`src/rtl/fdc_is_pkg.sv`:
```
package fdc_is_pkg;
  localparam logic [7:0] SENSE_OP  = 8'h08;
  localparam logic [7:0] BAD_CMD   = 8'h80;

  typedef enum logic [1:0] {RS_IDLE, RS_FIRST, RS_SECOND} res_state_t;

  // status 0 for a polling drive-change condition
  function automatic logic [7:0] st0_poll(input logic [7:0] drv);
    return 8'hC0 | (drv & 8'h03);
  endfunction

  // status 0 for a finished seek, abnormal end adds bit 6
  function automatic logic [7:0] st0_seek(input logic [7:0] drv, input logic err);
    return 8'h20 | (err ? 8'h40 : 8'h00) | (drv & 8'h03);
  endfunction
endpackage

```
`src/rtl/fdc_is_pending.sv`:
```
module fdc_is_pending
  import fdc_is_pkg::*;
#(
  parameter int NDRV = 4,
  parameter int CW   = 8,
  localparam int DW  = $clog2(NDRV)
) (
  input  logic                     clk,
  input  logic                     rst_n,
  input  logic                     soft_rst,
  input  logic                     poll_en,
  input  logic                     seek_vld,
  input  logic [DW-1:0]            seek_drv,
  input  logic                     seek_err,
  input  logic [CW-1:0]            seek_cyl,
  input  logic [NDRV-1:0]          clr_vec,
  output logic [NDRV-1:0]          pend,
  output logic [NDRV-1:0][7:0]     st0_arr,
  output logic [NDRV-1:0][CW-1:0]  cyl_arr
);
  for (genvar d = 0; d < NDRV; d++) begin : g_drv
    logic seek_hit;
    assign seek_hit = seek_vld && (seek_drv == DW'(d));

    always_ff @(posedge clk or negedge rst_n) begin
      if (!rst_n) begin
        pend[d]    <= 1'b1;
        st0_arr[d] <= st0_poll(8'(d));
        cyl_arr[d] <= '0;
      end else if (soft_rst) begin
        pend[d]    <= poll_en;
        st0_arr[d] <= st0_poll(8'(d));
        cyl_arr[d] <= '0;
      end else if (seek_hit) begin
        pend[d]    <= 1'b1;
        st0_arr[d] <= st0_seek(8'(d), seek_err);
        cyl_arr[d] <= seek_cyl;
      end else if (clr_vec[d]) begin
        pend[d]    <= 1'b0;
      end
    end
  end


  seek_set_chk: assert property (@(posedge clk) disable iff (!rst_n)
    seek_vld && !soft_rst |=> pend[$past(seek_drv)]);

  poll_off_chk: assert property (@(posedge clk) disable iff (!rst_n)
    soft_rst && !poll_en |=> pend == '0);

  poll_on_chk: assert property (@(posedge clk) disable iff (!rst_n)
    soft_rst && poll_en |=> &pend);
endmodule

```
`src/rtl/fdc_is_arbiter.sv`:
```
module fdc_is_arbiter #(
  parameter int NDRV = 4,
  localparam int DW  = $clog2(NDRV)
) (
  input  logic            clk,
  input  logic            rst_n,
  input  logic [NDRV-1:0] pend,
  output logic            any_pend,
  output logic [DW-1:0]   svc_drv
);
  assign any_pend = |pend;

  always_comb begin
    svc_drv = '0;
    for (int i = NDRV - 1; i >= 0; i--) begin
      if (pend[i]) svc_drv = DW'(i);
    end
  end


  lowest_sel_chk: assert property (@(posedge clk) disable iff (!rst_n)
    any_pend |-> pend[svc_drv] &&
      ((pend & ((NDRV'(1) << svc_drv) - NDRV'(1))) == '0));
endmodule

```
`src/rtl/fdc_is_result.sv`:
```
module fdc_is_result
  import fdc_is_pkg::*;
(
  input  logic       clk,
  input  logic       rst_n,
  input  logic       soft_rst,
  input  logic       accept,
  input  logic       two_bytes,
  input  logic [7:0] byte0,
  input  logic [7:0] byte1,
  output logic       cmd_ready,
  output logic       res_valid,
  output logic [7:0] res_byte,
  input  logic       res_ready
);
  res_state_t st;
  logic [7:0] b0_q, b1_q;
  logic       two_q;

  assign cmd_ready = (st == RS_IDLE);
  assign res_valid = (st != RS_IDLE);
  assign res_byte  = (st == RS_SECOND) ? b1_q : b0_q;

  always_ff @(posedge clk or negedge rst_n) begin
    if (!rst_n) begin
      st <= RS_IDLE;
      b0_q <= '0;
      b1_q <= '0;
      two_q <= 1'b0;
    end else if (soft_rst) begin
      st <= RS_IDLE;
    end else begin
      case (st)
        RS_IDLE: if (accept) begin
          st    <= RS_FIRST;
          b0_q  <= byte0;
          b1_q  <= byte1;
          two_q <= two_bytes;
        end
        RS_FIRST:  if (res_ready) st <= two_q ? RS_SECOND : RS_IDLE;
        RS_SECOND: if (res_ready) st <= RS_IDLE;
        default:   st <= RS_IDLE;
      endcase
    end
  end


  res_hold_chk: assert property (@(posedge clk) disable iff (!rst_n)
    res_valid && !res_ready && !soft_rst |=> res_valid && $stable(res_byte));
endmodule

```
`src/rtl/fdc_intstat.sv`:
```
module fdc_intstat
  import fdc_is_pkg::*;
#(
  parameter int NDRV = 4,
  parameter int CW   = 8,
  localparam int DW  = $clog2(NDRV)
) (
  input  logic          clk,
  input  logic          rst_n,
  input  logic          soft_rst,
  input  logic          cfg_we,
  input  logic          cfg_poll_en,
  input  logic          seek_vld,
  input  logic [DW-1:0] seek_drv,
  input  logic          seek_err,
  input  logic [CW-1:0] seek_cyl,
  input  logic          cmd_valid,
  input  logic [7:0]    cmd_byte,
  output logic          cmd_ready,
  output logic          res_valid,
  output logic [7:0]    res_byte,
  input  logic          res_ready,
  output logic          irq
);
  logic                    poll_en;
  logic [NDRV-1:0]         pend;
  logic [NDRV-1:0][7:0]    st0_arr;
  logic [NDRV-1:0][CW-1:0] cyl_arr;
  logic [NDRV-1:0]         clr_vec;
  logic                    any_pend;
  logic [DW-1:0]           svc_drv;
  logic                    cmd_accept;
  logic                    sense_hit;

  always_ff @(posedge clk or negedge rst_n) begin
    if (!rst_n)      poll_en <= 1'b1;
    else if (cfg_we) poll_en <= cfg_poll_en;
  end

  assign cmd_accept = cmd_valid && cmd_ready && !soft_rst;
  assign sense_hit  = cmd_accept && (cmd_byte == SENSE_OP) && any_pend;
  assign clr_vec    = sense_hit ? (NDRV'(1) << svc_drv) : '0;
  assign irq        = any_pend;

  fdc_is_pending #(.NDRV(NDRV), .CW(CW)) u_pend (
    .clk(clk), .rst_n(rst_n), .soft_rst(soft_rst), .poll_en(poll_en),
    .seek_vld(seek_vld), .seek_drv(seek_drv), .seek_err(seek_err),
    .seek_cyl(seek_cyl), .clr_vec(clr_vec), .pend(pend),
    .st0_arr(st0_arr), .cyl_arr(cyl_arr)
  );

  fdc_is_arbiter #(.NDRV(NDRV)) u_arb (
    .clk(clk), .rst_n(rst_n), .pend(pend),
    .any_pend(any_pend), .svc_drv(svc_drv)
  );

  fdc_is_result u_res (
    .clk(clk), .rst_n(rst_n), .soft_rst(soft_rst), .accept(cmd_accept),
    .two_bytes(sense_hit),
    .byte0(sense_hit ? st0_arr[svc_drv] : BAD_CMD),
    .byte1(8'(cyl_arr[svc_drv])),
    .cmd_ready(cmd_ready), .res_valid(res_valid), .res_byte(res_byte),
    .res_ready(res_ready)
  );


  invalid_keep_chk: assert property (@(posedge clk) disable iff (!rst_n)
    cmd_accept && !sense_hit && !seek_vld |=> pend == $past(pend));

  clr_onehot_chk: assert property (@(posedge clk) disable iff (!rst_n)
    $onehot0(clr_vec));

  irq_drop_chk: assert property (@(posedge clk) disable iff (!rst_n)
    sense_hit && $countones(pend) == 1 && !seek_vld |=> !irq);
endmodule

```
`config.mk`:
```
export PLATFORM = sky130hd
export DESIGN_NAME = fdc_intstat
export DESIGN_NICKNAME = d
export VERILOG_FILES = /design/src/rtl/fdc_is_pkg.sv /design/src/rtl/fdc_is_pending.sv /design/src/rtl/fdc_is_arbiter.sv /design/src/rtl/fdc_is_result.sv /design/src/rtl/fdc_intstat.sv
export SDC_FILE = /design/constraint.sdc
export NUM_CORES = 1
export LEC_CHECK = 0
export ABC_AREA = 0
export BUFFER_PORTS_ARGS = -buffer_cell sky130_fd_sc_hd__buf_2
export CAP_MARGIN = 0
export CORE_MARGIN = 2
export CORE_UTILIZATION = 28
export DETAILED_ROUTE_END_ITERATION = 8
export PLACE_DENSITY = 0.54
export SLEW_MARGIN = 20
export SYNTH_ARGS = -nofsm -noshare
export SYNTH_HDL_FRONTEND = slang
export SYNTH_SLANG_ARGS = --single-unit
```
`constraint.sdc`:
```
create_clock -name clk -period 3.8 [get_ports clk]
set_clock_uncertainty 0.1 [all_clocks]
set_input_delay 0.19 -clock clk [delete_from_list [all_inputs] [get_ports clk]]
set_output_delay 0.19 -clock clk [all_outputs]
set_load 0.005 [all_outputs]
```
# --- Word level (Yosys, flattened, before mapping) ---
# Index checks and enable logic that the tools add are counted.
word_totals:
  regBits: 88
  input_bits: 27
  out_inout_bits: 11
  wordCells: 98
op_classes:
  n_lt_le_gt_ge: 1
  eq_ne: 9
  n_shift: 1
  n_mux: 46
  n_bitwise: 1
  reduce_logical: 23
op_table:
  columns: ["op", "n"]
  rows:
  - ["$mux 8", 20]
  - ["$bmux 8 s2", 2]
  - ["$mux 2", 9]
  - ["$mux 1", 12]
  - ["$reduce_bool 3->1", 4]
  - ["$reduce_bool 2->1", 5]
  - ["$eq 8x4->1 const B", 1]
  - ["$logic_and 1x1->1", 8]
  - ["$mux 7", 1]
  - ["$eq 2x2->1 const B", 3]
  - ["$ne 3x3->1 const B", 2]
  - ["$pmux 2 s3", 1]
  - ["$reduce_and 3->1", 2]
  - ["$eq 2x1->1 const B", 2]
  - ["$logic_not 2->1", 2]
  - ["$mux 4", 1]
  - ["$reduce_or 4->1", 1]
  - ["$shl 1x2->4 const A", 1]
  - ["$lt 2x3->1 const B", 1]
  - ["$ne 3x2->1 const B", 1]
  - ["$logic_not 1->1", 1]
  - ["$not 1->1", 1]

# --- Logic depth before layout (Yosys ltp) ---
# Gate-level depths: netlist (run 1).
depth:
  ltp_word: 9
  ltp_mapped: 6
  mapped_depth_nobuf: 4

# --- Modules after synthesis ---
# A second synthesis (run 1) with hierarchy kept.
hier_totals:
  cells_unflattened: 293
  area_unflattened_um2: 3657.3
modules_own_cells:
  columns: ["mod", "n_inst", "cells_each", "area_per_inst_um2", "seq_area_each_um2"]
  rows:
  - ["fdc_is_pending", 1, 188, 2218.4, 1216.2]
  - ["fdc_is_result", 1, 56, 853.3, 475.5]
  - ["fdc_intstat", 1, 42, 550.5, 26.3]
  - ["fdc_is_arbiter", 1, 7, 35.0, 0.0]

# --- Worst setup path before layout (run 1) ---
# OpenSTA, ideal clock, no wires.
synth_path:
  path_type: "flip-flop to flip-flop"
  start: "register u_pend.pend[1]"
  end: "register u_res.b0_q[7]"
  setup_time_ns: 0.132
  arrival_time_ns: 1.369
  required_time_ns: 3.568
  path_slack_ns: 2.199
  stages_incl_launch_ff: 7
  n_path_buf: 2
  synth_period_minus_slack_ns: 1.601
  cell_sequence: "dfstp_2 -> buf_6 -> nor3_1 -> or2_1 -> buf_6 -> a221oi_1 -> a21oi_1"
synth_via:
  elab_chain_len: 5
  elab_cells_between_ends: 7
  cone_classes: "mux: 5; reduce/logical: 2"
synth_lines:
  columns: ["element", "line", "text"]
  rows:
  - ["from (decl)", "fdc_is_pending.sv:17", "output logic [NDRV-1:0] pend,"]
  - ["from (signal, indexed assignment)", "fdc_is_pending.sv:31", "pend[d] <= poll_en;"]
  - ["$mux 2 (2 in series)", "fdc_is_arbiter.sv:16", "if (pend[i]) svc_drv = DW'(i);"]
  - ["$bmux 8 s2", "fdc_intstat.sv:60", ".byte0(sense_hit ? st0_arr[svc_drv] : BAD_CMD),"]
  - ["$mux 8 (implied by the code)", "fdc_intstat.sv:60", null]
  - ["$mux 8 *", "fdc_intstat.sv:60", null]
  - ["to (signal assigned)", "fdc_is_result.sv:36", "b0_q <= byte0;"]
  - ["to (decl)", "fdc_is_result.sv:17", "logic [7:0] b0_q, b1_q;"]
# Every way passes the cells marked *; elsewhere a longest branch is shown, timed or not. The select of a mux whose other input is x is not followed.
# A chain may end at the register's enable or synchronous reset.

# --- Final worst setup path (run 1) ---
layout_path:
  start: "register u_pend.pend[1]"
  end: "register u_res.b1_q[3]"
layout_via:
  elab_chain_len: 4
layout_lines:
  columns: ["element", "line", "text"]
  rows:
  - ["$mux 2 (2 in series)", "fdc_is_arbiter.sv:16", null]
  - ["$bmux 8 s2", "fdc_intstat.sv:61", ".byte1(8'(cyl_arr[svc_drv])),"]
  - ["$mux 8 (implied by the code)", "fdc_intstat.sv:61", null]
  - ["to (signal assigned)", "fdc_is_result.sv:37", "b1_q <= byte1;"]
  - ["to (decl)", "fdc_is_result.sv:17", null]
# Every way passes these cells. The select of a mux whose other input is x is not followed.

==> results of run 1 <==
-- through the flow --
stage,worst slack [ns],instances,utilization (%),total power (uW)
after floorplan,2.20,329,-,885
after global placement,1.57,489,30.9,948
after detailed placement,1.52,489,30.9,952
after CTS,1.72,509,33.1,1540
after global routing,1.54,509,33.1,1590
final,1.68,509,33.1,1530
-- Yosys cell counts, types with 4 or more instances --
library cell / n
nand2_1: 110
dfrtp_1: 52
a21oi_1: 35
nor2_1: 28
dfstp_2: 13
a221oi_1: 11
a31oi_1: 8
clkbuf_1: 8
nand3b_1: 6
buf_2: 5
a21o_1: 4
buf_6: 4
-- state kept, by name (all words and copies together), names as in the netlist --
| name | count |
|---|---|
| poll_en | 1 |
| u_pend.cyl_arr | 32 |
| u_pend.pend | 4 |
| u_pend.st0_arr | 12 |
| u_res.b0_q | 5 |
| u_res.b1_q | 8 |
| u_res.st | 2 |
| u_res.two_q | 1 |
-- final timing paths --
check / from / end / slack (ns) / cells past startpoint
max in group asynchronous: rst_n / u_pend.st0_arr[15]$_DFFE_PN1P_ / 2.21 / 3
hold reg to reg: u_res.two_q$_DFFE_PN0P_ / u_res.two_q$_DFFE_PN0P_ / 0.38 / 2
hold / removal: seek_cyl[1] / u_pend.cyl_arr[1]$_DFFE_PN0P_ / 0.02 / 3
setup / recovery: u_pend.pend[1]$_DFFE_PN1P_ / u_res.b1_q[3]$_DFFE_PN0P_ / 1.68 / 3
min in group asynchronous: rst_n / u_pend.st0_arr[21]$_DFFE_PN0P_ / 0.45 / 2
setup reg to reg: u_pend.pend[1]$_DFFE_PN1P_ / u_res.b1_q[3]$_DFFE_PN0P_ / 1.68 / 3
-- cell type report --
type	count	area (um2)	share of cell area (%)
tap	140	175	4.92
inverter	1	3.75	0.105
sequential	65	1640	46.1
clock buffer	12	155	4.36
clock inverter	3	40.0	1.12
multi-input combinational	243	1290	36.1
timing repair buffer	45	258	7.24
-- logic make-up (layout without fill, tap and decap cells) --
kind of cell | after synthesis | count (layout) | share of synthesized area, %
mux | 1 | 1 | 0.369
simple gates | 171 | 171 | 27.0
buf+inv | 21 | 61 | 4.14
flops | 65 | 65 | 53.8
compound gates | 71 | 71 | 14.7
-- layout by cell type, fill, tap and decap left out, types with 2 or more instances in the layout --
cell / Yosys / final
and2_1: 3 / 3
a21o_1: 4 / 4
nor2_1: 28 / 28
buf_4: 3 / 3
nor2b_1: 2 / 2
clkinv_2: 0 / 2
dfstp_2: 13 / 13
buf_2: 5 / 37
nand4_1: 3 / 3
o21ai_0: 2 / 2
dfrtp_1: 52 / 52
a211oi_1: 2 / 2
clkbuf_8: 0 / 11
o21ai_1: 2 / 2
nand2_1: 110 / 110
a21oi_1: 35 / 35
a22o_1: 2 / 2
nand3b_1: 6 / 6
a31oi_1: 8 / 8
dlygate4sd3_1: 0 / 5
nor4b_4: 2 / 2
a221oi_1: 11 / 11
-- worst min-delay path, stage by stage --
cell and delay, ns:
buf_2 0.12, nand2_1 0.05, a21oi_1 0.05
-- metal layers --
metal | up-vias | track usage, % | share of wire (%)
li1 | 1198 | - | -
met1 | 1178 | 18.9 | 43
met2 | 73 | 25.2 | 49
met3 | 12 | 2.89 | 6.4
met4 | 0 | 6.87 | 1.7
met5 | - | 0 | 0
-- what timing repair did --
| item | CTS | global route |
|---|---|---|
| hold endpoints to repair | 35 | 0 |
| hold buffers | 5 | 0 |
| resized for setup | 0 | 0 |
-- report_power, final --
| group | internal [uW] | leakage (uW) | switching (uW) |
|---|---|---|---|
| clock | 333 | 0.000102 | 251 |
| combinational | 62.9 | 0.000588 | 106 |
| sequential | 740 | 0.000832 | 32.9 |
| total | 1140 | 0.00152 | 390 |
==> flow_summary.toml, run 1 <==
[floorplan]
dieArea_um2 = 11800
rows = 38
core_area_um2 = 10700
start_util_pct = 28.4
io_pins = 38
die_h_um = 108
die_x_um = 108

[yosys]
yosysTopAreaCellShare_pct = 42.6
ys_seq_elements = 65
synth_edf_count = 0
syn-instance-count = 329
syn-cell-area_um2 = 3060
postSynth.asyncResetShare_pct = 100
yosysUniqueCellTypes = 45
synth_top_cell_by_area = "dfrtp_1"
seq_area_frac_synth_pct = 53.8
synth_area_leaders = "dfrtp_1 43%, nand2_1 14%, dfstp_2 11%, a21oi_1 5.7%, nor2_1 3.4%"
ys_warn_count = 0
synth_flop_cell = "dfrtp_1"
syn_nets = 356
synth_area_per_cell_um2 = 9.29

[clock_tree]
cts_made_buffers = 9
cts_tree = "done"
cts_setup_buffers = 0
clk_path_buf_depth = 2
root_buffer = "clkbuf_8"
clock_sinks = 65
insertion_delay_ns = 0.34
path_clk_slew_ns = 0.07
cts_max_level = 3

[worst_setup_path]
path_cells = "nor2b_1 > a221oi_1 > a31oi_1"
critPathSlowestCell = "nor2b_1"
crit_type = "flip-flop to flip-flop"
cp-end-kind = "flip-flop"
required_ns = 3.96
start_kind = "flip-flop"
crit_family = "simple AND/OR/NAND/NOR gates"
path_max_fanout = 11
worstPathArrival_ns = 2.28
max_stage_delay_ns = 0.88
path_buf_inv = 0

[job]
maxCapViolations = 0

[grt]
antenna_found_initial = 0
grt_pass1_wl_um = 13300
grt_pass1_vias = 2470
grt_max_degree = 54
grt.total_usage_pct = 15.1
gr-total-overflow = 0

[cells_and_area]
diodes = 0
nNetsFinal = 392
areaGrowthSynthToFinish_pct = 16.5
drive_above_1_share_pct = 21.7
postLayoutCellArea_um2 = 3560
fillers = 1152

[timing]
finalMaxSlewViolations = 0
setup_tns_ns = 0
min_period_ns = 2.12
slew_headroom_pct = 28.0
max_clock_freq_mhz = 471
tightestPinTransition_ns = 1.08
hold_viol = 0
rsz0062_at_grt = "no"
timing.hold.ws_ns = 0.0158
fin_crit_sh_pct = 55.9
setup_viol = 0

[place]
gp_congestion = 0.765
io_buffers = 37
dpl-instance-area_um2 = 3320
dp_hpwl_um = 5180

[drt]
num_vias = 2461
route.detailed.drc = 0
ant_nets = 0
dr.first_iter.drc_count = 140
via_per_inst = 4.83
wl_per_cell_um = 16.1
drt_first_pass_iters = 5
wirelength_um = 8180

[status]
status = "complete, no violations"

[min_path]
min_path_type = "input pin to flip-flop"

[pwr]
powerDensity_nw_per_um2 = 429
ir_drop_uv = 171
leakagePower_uw = 0.00152
No activity file was read; power rests on OpenSTA's default activity.
==> run 2, diff against run 1 <==
==> constraint.sdc (replaced) <==
create_clock -name clk -period 2.1 [get_ports clk]
set_clock_uncertainty 0.1 [all_clocks]
set_input_delay 0.105 -clock clk [delete_from_list [all_inputs] [get_ports clk]]
set_output_delay 0.105 -clock clk [all_outputs]
set_load 0.005 [all_outputs]
==> flow_summary.toml, run 2 (synthesis results as in run 1) <==
[worst_setup_path]
required_ns = 2.22
path_buf_inv = 0
cp-end-kind = "flip-flop"
path_cells = "nor3_1 > or2_1 > a221oi_1 > a21oi_1"
critPathSlowestCell = "dfstp_2"
start_kind = "flip-flop"
crit_type = "flip-flop to flip-flop"
path_max_fanout = 11
crit_family = "flip-flops"
max_stage_delay_ns = 0.61
worstPathArrival_ns = 1.87

[floorplan]
dieArea_um2 = 11800
die_h_um = 108
core_area_um2 = 10700
start_util_pct = 28.4
io_pins = 38
die_x_um = 108
rows = 38

[timing]
tightestPinTransition_ns = 0.638
slew_headroom_pct = 57.3
hold_viol = 0
finalMaxSlewViolations = 0
max_clock_freq_mhz = 571
setup_viol = 0
fin_crit_sh_pct = 83.4
min_period_ns = 1.75
setup_tns_ns = 0
timing.hold.ws_ns = 0.0283
rsz0062_at_grt = "no"

[cells_and_area]
largest_reg_flops = 32
mostFrequentLayoutCells = "110 x nand2_1, 52 x dfrtp_1, 37 x buf_2"
utilization_pct = 34.7
reg_top3 = "u_pend.cyl_arr: 32 flops, u_pend.st0_arr: 12 flops, u_res.b1_q: 8 flops"
largest_register = "u_pend.cyl_arr"
nNetsFinal = 407
diodes = 0
drive_above_1_share_pct = 22.4
areaGrowthSynthToFinish_pct = 21.9
layout_commonest_cell = "nand2_1"

[grt]
grt_pass1_wl_um = 13400
grt_pass1_vias = 2476
gr-total-overflow = 0
grt.total_usage_pct = 15.2
antenna_found_initial = 0
grt_max_degree = 66

[clock_tree]
cts_tree = "done"
root_buffer = "clkbuf_8"
cts_max_level = 3
clock_sinks = 65
insertion_delay_ns = 0.34
cts_made_buffers = 9
clk_path_buf_depth = 2
path_clk_slew_ns = 0.07

[min_path]
min_path_type = "input pin to flip-flop"

[drt]
num_vias = 2509
route.detailed.drc = 0
ant_nets = 0
wl_per_cell_um = 15.4
dr.first_iter.drc_count = 91
wirelength_um = 8060
drt_first_pass_iters = 4
via_per_inst = 4.79

[pwr]
total_power_uw = 2880
ir_drop_uv = 330
powerDensity_nw_per_um2 = 772
leakagePower_uw = 0.00160

[place]
gp_congestion = 0.789
dp_hpwl_um = 5290
io_buffers = 37

[status]
status = "complete, no violations"

[job]
maxCapViolations = 0
[run 2: final timing paths]
path                                       startpoint                              to  slack, ns  depth (start not counted)
setup / recovery           u_pend.pend[2]$_DFFE_PN1P_       u_res.b0_q[7]$_DFFE_PN0P_       0.35                          4
hold / removal                               soft_rst         u_res.st[1]$_DFFE_PN0P_       0.03                          2
setup reg to reg           u_pend.pend[2]$_DFFE_PN1P_       u_res.b0_q[7]$_DFFE_PN0P_       0.35                          4
hold reg to reg             u_res.b0_q[5]$_DFFE_PN0P_       u_res.b0_q[5]$_DFFE_PN0P_       0.39                          2
max in group asynchronous                       rst_n   u_pend.st0_arr[7]$_DFFE_PN1P_       1.37                          3
min in group asynchronous                       rst_n  u_pend.st0_arr[21]$_DFFE_PN0P_       0.20                          3
[run 2: layout make-up]
| type | instances | area (um2) |
|---|---|---|
| clock inverter | 3 | 65.1 |
| tap | 140 | 175 |
| timing repair buffer | 60 | 405 |
| sequential | 65 | 1640 |
| inverter | 1 | 3.75 |
| fill | 1144 | 7020 |
| multi-input combinational | 243 | 1290 |
| clock buffer | 12 | 145 |
[run 2: worst register-to-register path: stages (launching register included)]
cell	delay [ns]
dfstp_2	0.61
nor3_1	0.08
or2_1	0.38
a221oi_1	0.37
a21oi_1	0.10
[run 2: routing by layer]
| metal | share of wire, % | up-vias | GRT usage [%] |
|---|---|---|---|
| li1 | - | 1224 | - |
| met1 | 45 | 1216 | 20.4 |
| met2 | 49 | 60 | 24.3 |
| met3 | 5.0 | 9 | 3.19 |
| met4 | 1.3 | 0 | 5.49 |
| met5 | 0 | - | 0 |
[run 2: per-stage QoR]
step	instances	area (um2)	setup WS (ns)
floorplan	329	3060	0.499
global route	524	3730	0.199
detailed placement	495	3370	0.145
finish	524	3730	0.348
global placement	495	3370	0.217
CTS	524	3720	0.137
[run 2: power breakdown]
| part | leakage (uW) | internal (uW) | switching (uW) | total [uW] |
|---|---|---|---|---|
| clock network | 0.000106 | 694 | 461 | 1160 |
| registers | 0.000832 | 1340 | 61.5 | 1400 |
| logic | 0.000664 | 135 | 187 | 322 |
| total | 0.00160 | 2170 | 710 | 2880 |
[run 2: what timing repair did]
action                     in CTS  in global routing
hold buffers                   14                  0
setup buffers                   0                  0
setup endpoints to repair       0                  1
hold endpoints to repair      104                  0
gates resized for setup         0                  1
